[src/rtl/dct_pkg.sv]
package dct_pkg;
  localparam int CNT_W = 32;
  localparam int PRE_W = 7;
  localparam int SH_W  = 3;
  localparam int VEC_W = 8;
  localparam int PERIODIC_BIT = 17;
  localparam int MASK_BIT     = 16;

  typedef enum logic [1:0] {
    REG_MODE = 2'd0,
    REG_INIT = 2'd1,
    REG_CUR  = 2'd2,
    REG_DIV  = 2'd3
  } reg_sel_e;

  // bits {3,1,0} select ratio; index 7 is divide-by-1, others 2^(idx+1)
  function automatic logic [SH_W-1:0] div_shift(input logic [3:0] code);
    logic [2:0] idx;
    idx = {code[3], code[1:0]};
    return (idx == 3'd7) ? '0 : SH_W'(idx + 3'd1);
  endfunction
endpackage

[src/rtl/dct_prescaler.sv]
module dct_prescaler #(
  parameter int PRE_W = 7,
  parameter int SH_W  = 3
) (
  input  logic            clk,
  input  logic            rst_n,
  input  logic            restart,
  input  logic [SH_W-1:0] shift,
  output logic            tick
);
  logic [PRE_W-1:0] pre_q;
  logic [PRE_W:0]   one_sh;
  logic [PRE_W-1:0] low_mask;

  always_comb begin
    one_sh   = (PRE_W+1)'(1) << shift;
    low_mask = PRE_W'(one_sh - 1'b1);
    tick     = &(pre_q | ~low_mask);
  end

  always_ff @(posedge clk) begin
    if (!rst_n || restart) pre_q <= '0;
    else                   pre_q <= pre_q + 1'b1;
  end

  // a ratio above one never yields ticks on consecutive clocks
  a_r3_tick_spacing: assert property (@(posedge clk) disable iff (!rst_n)
    (tick && shift != '0 && !restart) |=> (!tick || shift != $past(shift)));
endmodule

[src/rtl/dct_counter.sv]
module dct_counter #(
  parameter int CNT_W = 32
) (
  input  logic             clk,
  input  logic             rst_n,
  input  logic             load,
  input  logic [CNT_W-1:0] load_val,
  input  logic [CNT_W-1:0] reload_val,
  input  logic             periodic,
  input  logic             tick,
  output logic [CNT_W-1:0] cnt_q,
  output logic             zero_evt
);
  assign zero_evt = tick && !load && (cnt_q == CNT_W'(1));

  always_ff @(posedge clk) begin
    if (!rst_n)                       cnt_q <= '0;
    else if (load)                    cnt_q <= load_val;
    else if (zero_evt)                cnt_q <= periodic ? reload_val : '0;
    else if (tick && cnt_q != '0)     cnt_q <= cnt_q - 1'b1;
  end

  a_r2_load_value: assert property (@(posedge clk) disable iff (!rst_n)
    load |=> cnt_q == $past(load_val));
  a_r5_park_at_zero: assert property (@(posedge clk) disable iff (!rst_n)
    (cnt_q == '0 && !load) |=> cnt_q == '0);
  a_r6_reload: assert property (@(posedge clk) disable iff (!rst_n)
    (zero_evt && periodic) |=> cnt_q == $past(reload_val));
  a_r3_single_step: assert property (@(posedge clk) disable iff (!rst_n)
    (!load && cnt_q > CNT_W'(1)) |=> (cnt_q == $past(cnt_q) || cnt_q == $past(cnt_q) - 1'b1));
endmodule

[src/rtl/dct_regs.sv]
module dct_regs
  import dct_pkg::*;
(
  input  logic             clk,
  input  logic             rst_n,
  input  logic             bus_wr,
  input  logic [1:0]       bus_addr,
  input  logic [31:0]      bus_wdata,
  input  logic [CNT_W-1:0] cur_cnt,
  output logic [31:0]      bus_rdata,
  output logic             periodic,
  output logic             irq_mask,
  output logic [CNT_W-1:0] init_q,
  output logic [SH_W-1:0]  shift,
  output logic             load
);
  logic [VEC_W-1:0] vec_q;
  logic [3:0]       div_q;
  reg_sel_e         sel;

  assign sel   = reg_sel_e'(bus_addr);
  assign load  = bus_wr && sel == REG_INIT;
  assign shift = div_shift(div_q);

  always_ff @(posedge clk) begin
    if (!rst_n) begin
      periodic <= 1'b0;
      irq_mask <= 1'b0;
      vec_q    <= '0;
      init_q   <= '0;
      div_q    <= '0;
    end else if (bus_wr) begin
      case (sel)
        REG_MODE: begin
          periodic <= bus_wdata[PERIODIC_BIT];
          irq_mask <= bus_wdata[MASK_BIT];
          vec_q    <= bus_wdata[VEC_W-1:0];
        end
        REG_INIT: init_q <= bus_wdata[CNT_W-1:0];
        REG_DIV:  div_q  <= bus_wdata[3:0];
        default:  ;
      endcase
    end
  end

  always_comb begin
    bus_rdata = '0;
    case (sel)
      REG_MODE: begin
        bus_rdata[PERIODIC_BIT] = periodic;
        bus_rdata[MASK_BIT]     = irq_mask;
        bus_rdata[VEC_W-1:0]    = vec_q;
      end
      REG_INIT: bus_rdata = 32'(init_q);
      REG_CUR:  bus_rdata = 32'(cur_cnt);
      default:  bus_rdata[3:0] = div_q;
    endcase
  end

  a_r9_mode_hold: assert property (@(posedge clk) disable iff (!rst_n)
    !(bus_wr && sel == REG_MODE) |=> $stable(vec_q) && $stable(periodic) && $stable(irq_mask));
endmodule

[src/rtl/dct_timer.sv]
module dct_timer
  import dct_pkg::*;
(
  input  logic        clk,
  input  logic        rst_n,
  input  logic        bus_wr,
  input  logic [1:0]  bus_addr,
  input  logic [31:0] bus_wdata,
  output logic [31:0] bus_rdata,
  output logic        irq_o
);
  logic             periodic, irq_mask, load, tick, zero_evt;
  logic [CNT_W-1:0] init_q, cnt_q;
  logic [SH_W-1:0]  shift;

  dct_regs u_regs (
    .clk(clk), .rst_n(rst_n), .bus_wr(bus_wr), .bus_addr(bus_addr),
    .bus_wdata(bus_wdata), .cur_cnt(cnt_q), .bus_rdata(bus_rdata),
    .periodic(periodic), .irq_mask(irq_mask), .init_q(init_q),
    .shift(shift), .load(load)
  );

  dct_prescaler #(.PRE_W(PRE_W), .SH_W(SH_W)) u_pre (
    .clk(clk), .rst_n(rst_n), .restart(load), .shift(shift), .tick(tick)
  );

  dct_counter #(.CNT_W(CNT_W)) u_cnt (
    .clk(clk), .rst_n(rst_n), .load(load), .load_val(bus_wdata[CNT_W-1:0]),
    .reload_val(init_q), .periodic(periodic), .tick(tick),
    .cnt_q(cnt_q), .zero_evt(zero_evt)
  );

  always_ff @(posedge clk) begin
    if (!rst_n) irq_o <= 1'b0;
    else        irq_o <= zero_evt && !irq_mask;
  end

  a_r8_masked_quiet: assert property (@(posedge clk) disable iff (!rst_n)
    irq_mask |=> !irq_o);
  a_r10_from_expiry: assert property (@(posedge clk) disable iff (!rst_n)
    irq_o |-> ($past(cnt_q) == CNT_W'(1) && !$past(load)));
  a_r7_zero_stop: assert property (@(posedge clk) disable iff (!rst_n)
    (load && bus_wdata == '0) |=> (cnt_q == '0 && !irq_o));
endmodule

[config.mk]
export PLATFORM = sky130hd
export DESIGN_NAME = dct_timer
export DESIGN_NICKNAME = d
export VERILOG_FILES = /design/src/rtl/dct_pkg.sv /design/src/rtl/dct_prescaler.sv /design/src/rtl/dct_counter.sv /design/src/rtl/dct_regs.sv /design/src/rtl/dct_timer.sv
export SDC_FILE = /design/constraint.sdc
export NUM_CORES = 1
export LEC_CHECK = 0
export ABC_AREA = 1
export CAP_MARGIN = 5
export CORE_UTILIZATION = 35
export CTS_CLUSTER_DIAMETER = 100
export DETAILED_ROUTE_END_ITERATION = 8
export HOLD_SLACK_MARGIN = 0.1
export PLACE_DENSITY = 0.64
export SLEW_MARGIN = 20
export SYNTH_ARGS = -nofsm -noshare
export SYNTH_HDL_FRONTEND = slang
export SYNTH_HIERARCHICAL = 1
export SYNTH_SLANG_ARGS = --single-unit
export TNS_END_PERCENT = 1
[constraint.sdc]
create_clock -name clk -period 4.65 [get_ports clk]
set_clock_uncertainty 0.05 [all_clocks]
set_input_delay 1.1625 -clock clk [delete_from_list [all_inputs] [get_ports clk]]
set_output_delay 1.1625 -clock clk [all_outputs]
set_load 0.05 [all_outputs]
==> results.md, run 1 <==
Placement:
- The post-DP HPWL is 11.4 mm.
- The placer congestion estimate is 0.922.
- Buffers placed on the I/O ports in this run total 69.
- The minimum setup slack after placement is 0.261 ns.

Critical path:
- STA classifies the critical path endpoint as an output port.
- The kind of critical path is primary input to output port.
- In this run the worst setup path begins at bus_addr[0].
- In this run the worst path has a maximum fanout of 22.
- The launch point of the worst reg-to-reg path is u_regs/div_q[0]$_SDFFE_PN0P_.
- At the worst endpoint, the arrival time is 3.13 ns.
- STA classifies the critical path startpoint as a primary input.
- The required time at the endpoint of the critical path is 3.44 ns.

Drt:
- For this run, design rule violations remaining after detail routing come to 0.
- The first-iteration detailed-routing DRC count is 458.
- The first-pass iteration count of the detailed router is 5.
- The routed via count divided by cell count is 4.99.
- In this run the remaining antenna-violating nets after routing total 0.
- In the final routed layout, each cell accounts on average for 13.7 um.
- The final route contains 5892 vias.
- After detailed routing, the total wire length is 16.2 mm.

GRT:
- The number of global-route vias before repair is 5390.
- The first global-routing pass estimated 27.1 mm of wire.
- The number of antenna violations at the first check in global routing is 0.
- The global router's overall resource usage is 0.207.
- The total congestion overflow is 0.
- Entering global routing, the biggest net connects 44 pins.

Finish:
- At the end of the flow the core is filled with cells to 0.442.
- The post-layout net count is 1007.
- The area growth from synthesis to layout is 23.5%.
- The filler cell count is 1683.
- Summing all flip-flop and latch instances after layout gives 1720 um^2.
- The number of antenna diodes is 0.
- The footprint of the multi-input gates is 3390 um^2.
- The fraction of layout instances using a drive strength above 1 is 0.102.

Floorplanning:
- The initial cell density of the core is 0.358.
- The die is 129 um wide.
- From bottom edge to top edge, the die measures 129 um.
- The die covers 16700 um^2.
- The number of top-level pins is 70.
- After floorplanning, the core was sized to cover 15800 um^2.
- Row generation in the floorplan step produced 46 rows.

STA:
- Setup violations remaining at the end of the flow were counted as 0.
- The worst path meets setup with 0.306 ns of slack.
- The relative slew slack is 0.425.
- The maximum clock frequency is 230 MHz.
- The final-report hold violation count is 0.
- The max-slew violation count is 0.
- Setup repair after global routing left no endpoint under its margin.
- The total negative slack is 0 ns.
- The final period demand of the worst path is 4.34 ns.
- Of the available clock period, the critical path in the final layout requires 0.934.
- The slew of the pin with the lowest slew margin is 0.862 ns.

CTS:
- TritonCTS built the clock tree.
- Once the clock tree was built, the resizer swapped 0 gates to a different size.
- The number of buffers between clock root and the deepest sink is 2.
- The clock buffer count from CTS is 9.
- At the later pin of the worst-skew pair, clock insertion delay measures 0.35 ns.
- The clock-pin slew on the worst setup and hold paths is 0.06 ns.
- The clock root buffer is sky130_fd_sc_hd__clkbuf_16.
- The count of hold buffers inserted by post-cts repair is 0.
- The clock tree synthesis step divided the H-tree into 3 levels.
- The clock drives 86 sinks.
- The total setup buffers inserted after CTS is 0.

Worst hold path:
- The startpoint identified for the worst hold timing path is u_regs/irq_mask$_SDFFE_PN0P_.
- The path category of the worst min-delay check is flip-flop to flip-flop.

Synthesis:
- The number of synthesized register bits is 86.
- The share of synthesized area in the top cell type comes to 0.304.
- The number of synthesized flops with an enable pin is 0.
- The main flop type after synthesis is sky130_fd_sc_hd__dfxtp_1.
- For this run, the number of Yosys warnings is 6.
- The average instance in the mapped netlist occupies 6.19 um^2.
- Of the synthesized area, sequential elements account for 0.304.
- The synthesized netlist net count is 962.
- The cell with the most instances after synthesis is sky130_fd_sc_hd__nand2_1.
- By count the netlist is led by sky130_fd_sc_hd__nand2_1, sky130_fd_sc_hd__nor2_1, sky130_fd_sc_hd__a21oi_1.
- The number of library cell types mapped by synthesis is 33.
- The top cell type by total area after synthesis is sky130_fd_sc_hd__dfxtp_1.
- The cell count after synthesis came out at 915.
- Counting flops with an async set or reset pin after synthesis yields a share of 0.
- The summed instance area of the synthesized netlist is 5670 um^2.
- Yosys attributes the largest share of cell area to sky130_fd_sc_hd__dfxtp_1, sky130_fd_sc_hd__nand2_1, sky130_fd_sc_hd__nor2_1.

Pwr:
- After layout, the design draws a total of 2.43 mW.
- The static leakage is 2.95 nW.
- The power density over the cells is 348 nW/um^2.
- VDD sags by at most 0.000213 V.

Run:
- Across the run, the number of max-cap violations was 0.

Status:
- The run finished with clean final reports.
## sequential cells by signal (all words and copies together) (netlist names)
register         cells
irq_o                1
u_regs/div_q         4
u_pre/pre_q          7
u_regs/init_q       32
u_regs/irq_mask      1
u_regs/vec_q         8
u_regs/periodic      1
u_cnt/cnt_q         32
## path summary, 6_finish.rpt
path / endpoint / slack [ns] / depth (start not counted)
worst max-delay path: bus_rdata[8] / 0.31 / 6
worst min-delay path: irq_o$_SDFF_PN0_ / 0.40 / 1
worst max register to register: u_cnt/cnt_q[23]$_SDFFE_PN0P_ / 1.77 / 15
worst min register to register: irq_o$_SDFF_PN0_ / 0.40 / 1
## metal layers
metal  vias up  share of wire  GRT usage  wire [um]
li1       3033              -          -          -
met1      2697           0.47      0.275       7680
met2       146           0.46      0.335       7520
met3        16          0.045     0.0310        729
met4         0          0.016     0.0830        265
met5         -              0          0          0
## power breakdown
part | switching, mW | internal [mW]
combinational | 0.526 | 0.311
clock | 0.299 | 0.408
sequential | 0.0879 | 0.802
total | 0.913 | 1.52
## per-stage QoR
stage,area (um^2),hold slack [ns],std cells
2_1_floorplan,5670,0.373,915
3_3_place_gp,6710,0.389,1165
3_5_place_dp,6710,0.391,1165
4_1_cts,7000,0.401,1181
5_1_grt,7000,0.423,1181
6_report,7000,0.399,1181
## cells in the final DEF (no fill, tap or decap), types with 2 or more instances in the layout
cell                              synthesis  routed
sky130_fd_sc_hd__a21oi_1                 92      92
sky130_fd_sc_hd__buf_12                   0      32
sky130_fd_sc_hd__buf_4                    5      11
sky130_fd_sc_hd__clkbuf_1                11       2
sky130_fd_sc_hd__clkbuf_16                0       9
sky130_fd_sc_hd__clkbuf_8                 0       3
sky130_fd_sc_hd__clkdlybuf4s50_1          0      36
sky130_fd_sc_hd__clkinv_2                 1       2
sky130_fd_sc_hd__dfxtp_1                 86      86
sky130_fd_sc_hd__ha_1                    10      10
sky130_fd_sc_hd__inv_1                   58      58
sky130_fd_sc_hd__inv_6                    2       3
sky130_fd_sc_hd__nand2_1                239     239
sky130_fd_sc_hd__nand2_2                  5       5
sky130_fd_sc_hd__nand2_4                  4       4
sky130_fd_sc_hd__nand3_1                 54      54
sky130_fd_sc_hd__nand4_1                 11      11
sky130_fd_sc_hd__nor2_1                 167     167
sky130_fd_sc_hd__nor2_2                  10      10
sky130_fd_sc_hd__nor2_4                   5       5
sky130_fd_sc_hd__nor2_8                   2       2
sky130_fd_sc_hd__nor3_1                   2       2
sky130_fd_sc_hd__o21ai_0                 47      47
sky130_fd_sc_hd__o21ai_1                 44      44
sky130_fd_sc_hd__o21bai_1                 4       4
sky130_fd_sc_hd__or2_2                    8       8
sky130_fd_sc_hd__xnor2_1                  8       8
sky130_fd_sc_hd__xor2_1                   4       4
## cell families (layout without fill, tap and decap cells)
group | after synthesis | count (layout) | synth area share
simple gates | 510 | 510 | 0.388
compound gates | 189 | 189 | 0.169
buf+inv | 108 | 158 | 0.0987
flops | 86 | 86 | 0.304
xor+xnor | 12 | 12 | 0.0185
fa+ha+maj | 10 | 10 | 0.0221
## final cells by class
cell class	count	area share
multi-input cells	721	0.484
flip-flops and latches	86	0.246
repair buffers	80	0.156
clock buffers	14	0.0392
well taps	216	0.0386
inverters	62	0.0349
clock inverters	2	0.00197
## worst max-delay path: stages
cell                              delay [ns]
sky130_fd_sc_hd__clkdlybuf4s50_1        0.53
sky130_fd_sc_hd__inv_1                  0.08
sky130_fd_sc_hd__ha_1                   0.31
sky130_fd_sc_hd__inv_1                  0.63
sky130_fd_sc_hd__a21oi_1                0.19
sky130_fd_sc_hd__buf_12                 0.21
No activity file was read; power rests on OpenSTA's default activity.
==> run 2, diff against run 1 <==
CORE_UTILIZATION = 43   (was 35)
PLACE_DENSITY = 0.73   (was 0.64)
==> run 2 against run 1 <==
  * Worst hold slack worse by 0.0078 ns
  * Global-route usage up 3.2 points
  * Sequential power down 0.4%
  * Utilization up 11 points
  * Routed wire length down 6.5%
  * First-iteration DRC count down 15%
  * Via count down 1.0%
  * Flip-flop and latch count unchanged
  * Clock-buffer cell count down 3
  * Largest power group unchanged
  * Highest routed layer unchanged
==> results.md, run 2 (synthesis gave the netlist of run 1 again) <==
Status:
- The flow ran to the end, and the final reports show no timing, DRC or antenna violations.

Critical path:
- Tracing the worst setup path back leads to its startpoint at bus_addr[0].
- The arrival time of the worst setup path is 3.11 ns.
- At the worst endpoint, the required time is 3.44 ns.
- In this run the register-to-register setup slack is 1.79 ns.
- The cell count of the worst reg-to-reg path is 18.
- The kind of critical path is primary input to output port.
- The capturing instance or port of the critical path is bus_rdata[13].
- The startpoint kind of the worst setup timing path is a primary input.
- The worst register-to-register path ends at u_cnt/cnt_q[7]$_SDFFE_PN0P_.
- The launch point of the worst reg-to-reg path is u_regs/div_q[0]$_SDFFE_PN0P_.
- The highest fanout seen on the critical path is 22.
- STA classifies the critical path endpoint as an output port.

Pwr:
- IR analysis of the VDD net gives a maximum drop of 0.000212 V.
- The power density over the cells is 361 nW/um^2.
- Of the total power, registers draw 0.352.
- Cell internal power was estimated by the tool at 1.61 mW.
- The clock power share is 0.318.
- In this run the power spent charging and discharging nets is 0.907 mW.
- The share of total power in combinational logic is 0.330.
- Of the total power, the share spent switching nets is 0.360.
- In this run the static leakage power is 2.97 nW.
- The power consumption is 2.52 mW.

Drt:
- The routed via count divided by cell count is 5.13.
- For this block, the initial DRC count from the detailed router was 388.
- The final wirelength is 15.2 mm.
- After detailed routing, the number of remaining DRC violations is 0.
- The first-pass iteration count of the detailed router is 5.
- The detail-routed net length per standard cell is 13.3 um.
- The count of antenna-violating nets left after detailed routing is 0.
- The total number of vias is 5831.

Floorplanning:
- The floorplan step set the die width to 117 um.
- Measured along the y axis, the die boundary spans 117 um.
- For this configuration, the core starts out at a cell density of 0.445.
- Row generation in the floorplan step produced 41 rows.
- The core area is 12700 um^2.
- The number of top-level pins is 70.
- The die covers 13600 um^2.

STA:
- Setup repair after global routing left no endpoint under its margin.
- The final period utilization is 0.930.
- The minimum hold slack is 0.391 ns.
- After routing, the total negative slack on setup checks comes to 0 ns.
- The max-slew violation count is 0.
- Based on the critical path, the design can be clocked at up to 231 MHz.
- The number of setup violations in the final report is 0.
- The final-report hold violation count is 0.
- For the finished layout, the period the worst path requires is 4.32 ns.
- The slew of the pin with the lowest slew margin is 0.861 ns.
- In this run the tightest slew margin relative to its limit is 0.426.
- The final critical-path setup slack is 0.326 ns.

CTS:
- The later pin in the worst-skew pair is clocked with a latency of 0.35 ns.
- The count of hold buffers inserted by post-cts repair is 0.
- The tree built by TritonCTS fans out to 86 sinks.
- The maximum level of the CTS H-tree is 3.
- The clock buffer count from CTS is 9.
- TritonCTS built the clock tree.
- The cell sitting at the root of the clock tree is a sky130_fd_sc_hd__clkbuf_16.
- The clock passes through at most 2 buffers.
- The clock-pin slew on the worst setup and hold paths is 0.06 ns.
- Gates resized during post-CTS repair numbered 0.
- The total setup buffers inserted after CTS is 0.

GRT:
- The number of global-route vias before repair is 5316.
- The total congestion overflow is 0.
- The wire length of the first global-routing pass is 25.6 mm.
- Across every metal layer, demand over resource in global routing totals 0.238.
- The number of antenna violations at the first check in global routing is 0.
- Entering global routing, the biggest net connects 59 pins.

Finish:
- The number of antenna diodes is 0.
- The library cell used most frequently in the layout, excluding fill and tap cells, is sky130_fd_sc_hd__nand2_1.
- The number of standard cells in the layout, taps in and fillers out is 1136.
- The library cells used most frequently in the layout, excluding fill and tap cells, are sky130_fd_sc_hd__nand2_1, sky130_fd_sc_hd__nor2_1, sky130_fd_sc_hd__a21oi_1.
- At the end of the flow, the number of nets in the layout was 1006.
- The area added between synthesis and finish is 23.2%.
- The fraction of layout instances using a drive strength above 1 is 0.103.
- The largest registers in the layout are u_cnt/cnt_q (32), u_regs/init_q (32), u_regs/vec_q (8).

Worst hold path:
- The path category of the worst min-delay check is flip-flop to flip-flop.

Run:
- The tool flagged a number of max-cap violations equal to 0.

Placement:
- The minimum setup slack after placement is 0.297 ns.
- The post-DP HPWL is 10.6 mm.
- Routability-driven placement finished with a final weighted congestion of 0.950.
- After detailed placement, the design holds a cell count of 1120.
- In this run the tool buffered the top-level ports with 69 buffer cells.
[run 2: cell types whose count changed in the layout (fill, tap and decap cells not counted), sizes merged]
| cell | before | now |
|---|---|---|
| inv | 62 | 61 |
| bufinv | 0 | 2 |
| buf | 44 | 43 |
| clkinvlp | 0 | 1 |
| clkbuf | 14 | 11 |
| clkinv | 2 | 3 |
[run 2: worst min path at each step]
stage                                      start          endpoint  slack (ns)  depth (start not counted)
finish              u_regs/irq_mask$_SDFFE_PN0P_  irq_o$_SDFF_PN0_        0.39                          1
global route        u_regs/irq_mask$_SDFFE_PN0P_  irq_o$_SDFF_PN0_        0.41                          1
CTS                 u_regs/irq_mask$_SDFFE_PN0P_  irq_o$_SDFF_PN0_        0.39                          1
detailed placement  u_regs/irq_mask$_SDFFE_PN0P_  irq_o$_SDFF_PN0_        0.39                          1
global placement    u_regs/irq_mask$_SDFFE_PN0P_  irq_o$_SDFF_PN0_        0.38                          1
floorplan           u_regs/irq_mask$_SDFFE_PN0P_  irq_o$_SDFF_PN0_        0.37                          1
[run 2: stage by stage]
stage,util,cell area (um^2)
floorplan,-,5670
global placement,0.523,6650
detailed placement,0.523,6650
CTS,0.549,6980
global route,0.549,6980
finish,0.549,6980
[run 2: per-layer routing]
metal	part of all wire	GRT usage	vias to the layer above	routed length (um)
met5	0	0	-	0
met4	0.011	0.0793	0	171
met3	0.048	0.0355	10	721
met2	0.47	0.387	136	7190
met1	0.47	0.324	2645	7070
li1	-	-	3040	-
[run 2: critical path: stages]
cell	delay, ns
sky130_fd_sc_hd__clkdlybuf4s50_1	0.53
sky130_fd_sc_hd__inv_1	0.09
sky130_fd_sc_hd__ha_1	0.29
sky130_fd_sc_hd__inv_1	0.62
sky130_fd_sc_hd__a21oi_1	0.19
sky130_fd_sc_hd__buf_12	0.22
[run 2: final cells by class]
class / instances / area, um^2
Timing Repair Buffer: 79 / 1080
Fill cell: 1280 / 5740
Tap cell: 172 / 215
Sequential cell: 86 / 1720
Inverter: 62 / 244
Clock buffer: 11 / 253
Multi-Input combinational cell: 721 / 3390
Clock inverter: 5 / 81.3
[run 2: power by group through the flow]
stage	combinational, mW	clock [mW]	sequential, mW
5_1_grt	0.939	0.841	0.898
3_3_place_gp	0.817	0	0.900
4_1_cts	0.828	0.810	0.885
2_1_floorplan	0.627	0	0.876
6_report	0.833	0.801	0.886
3_5_place_dp	0.824	0	0.901
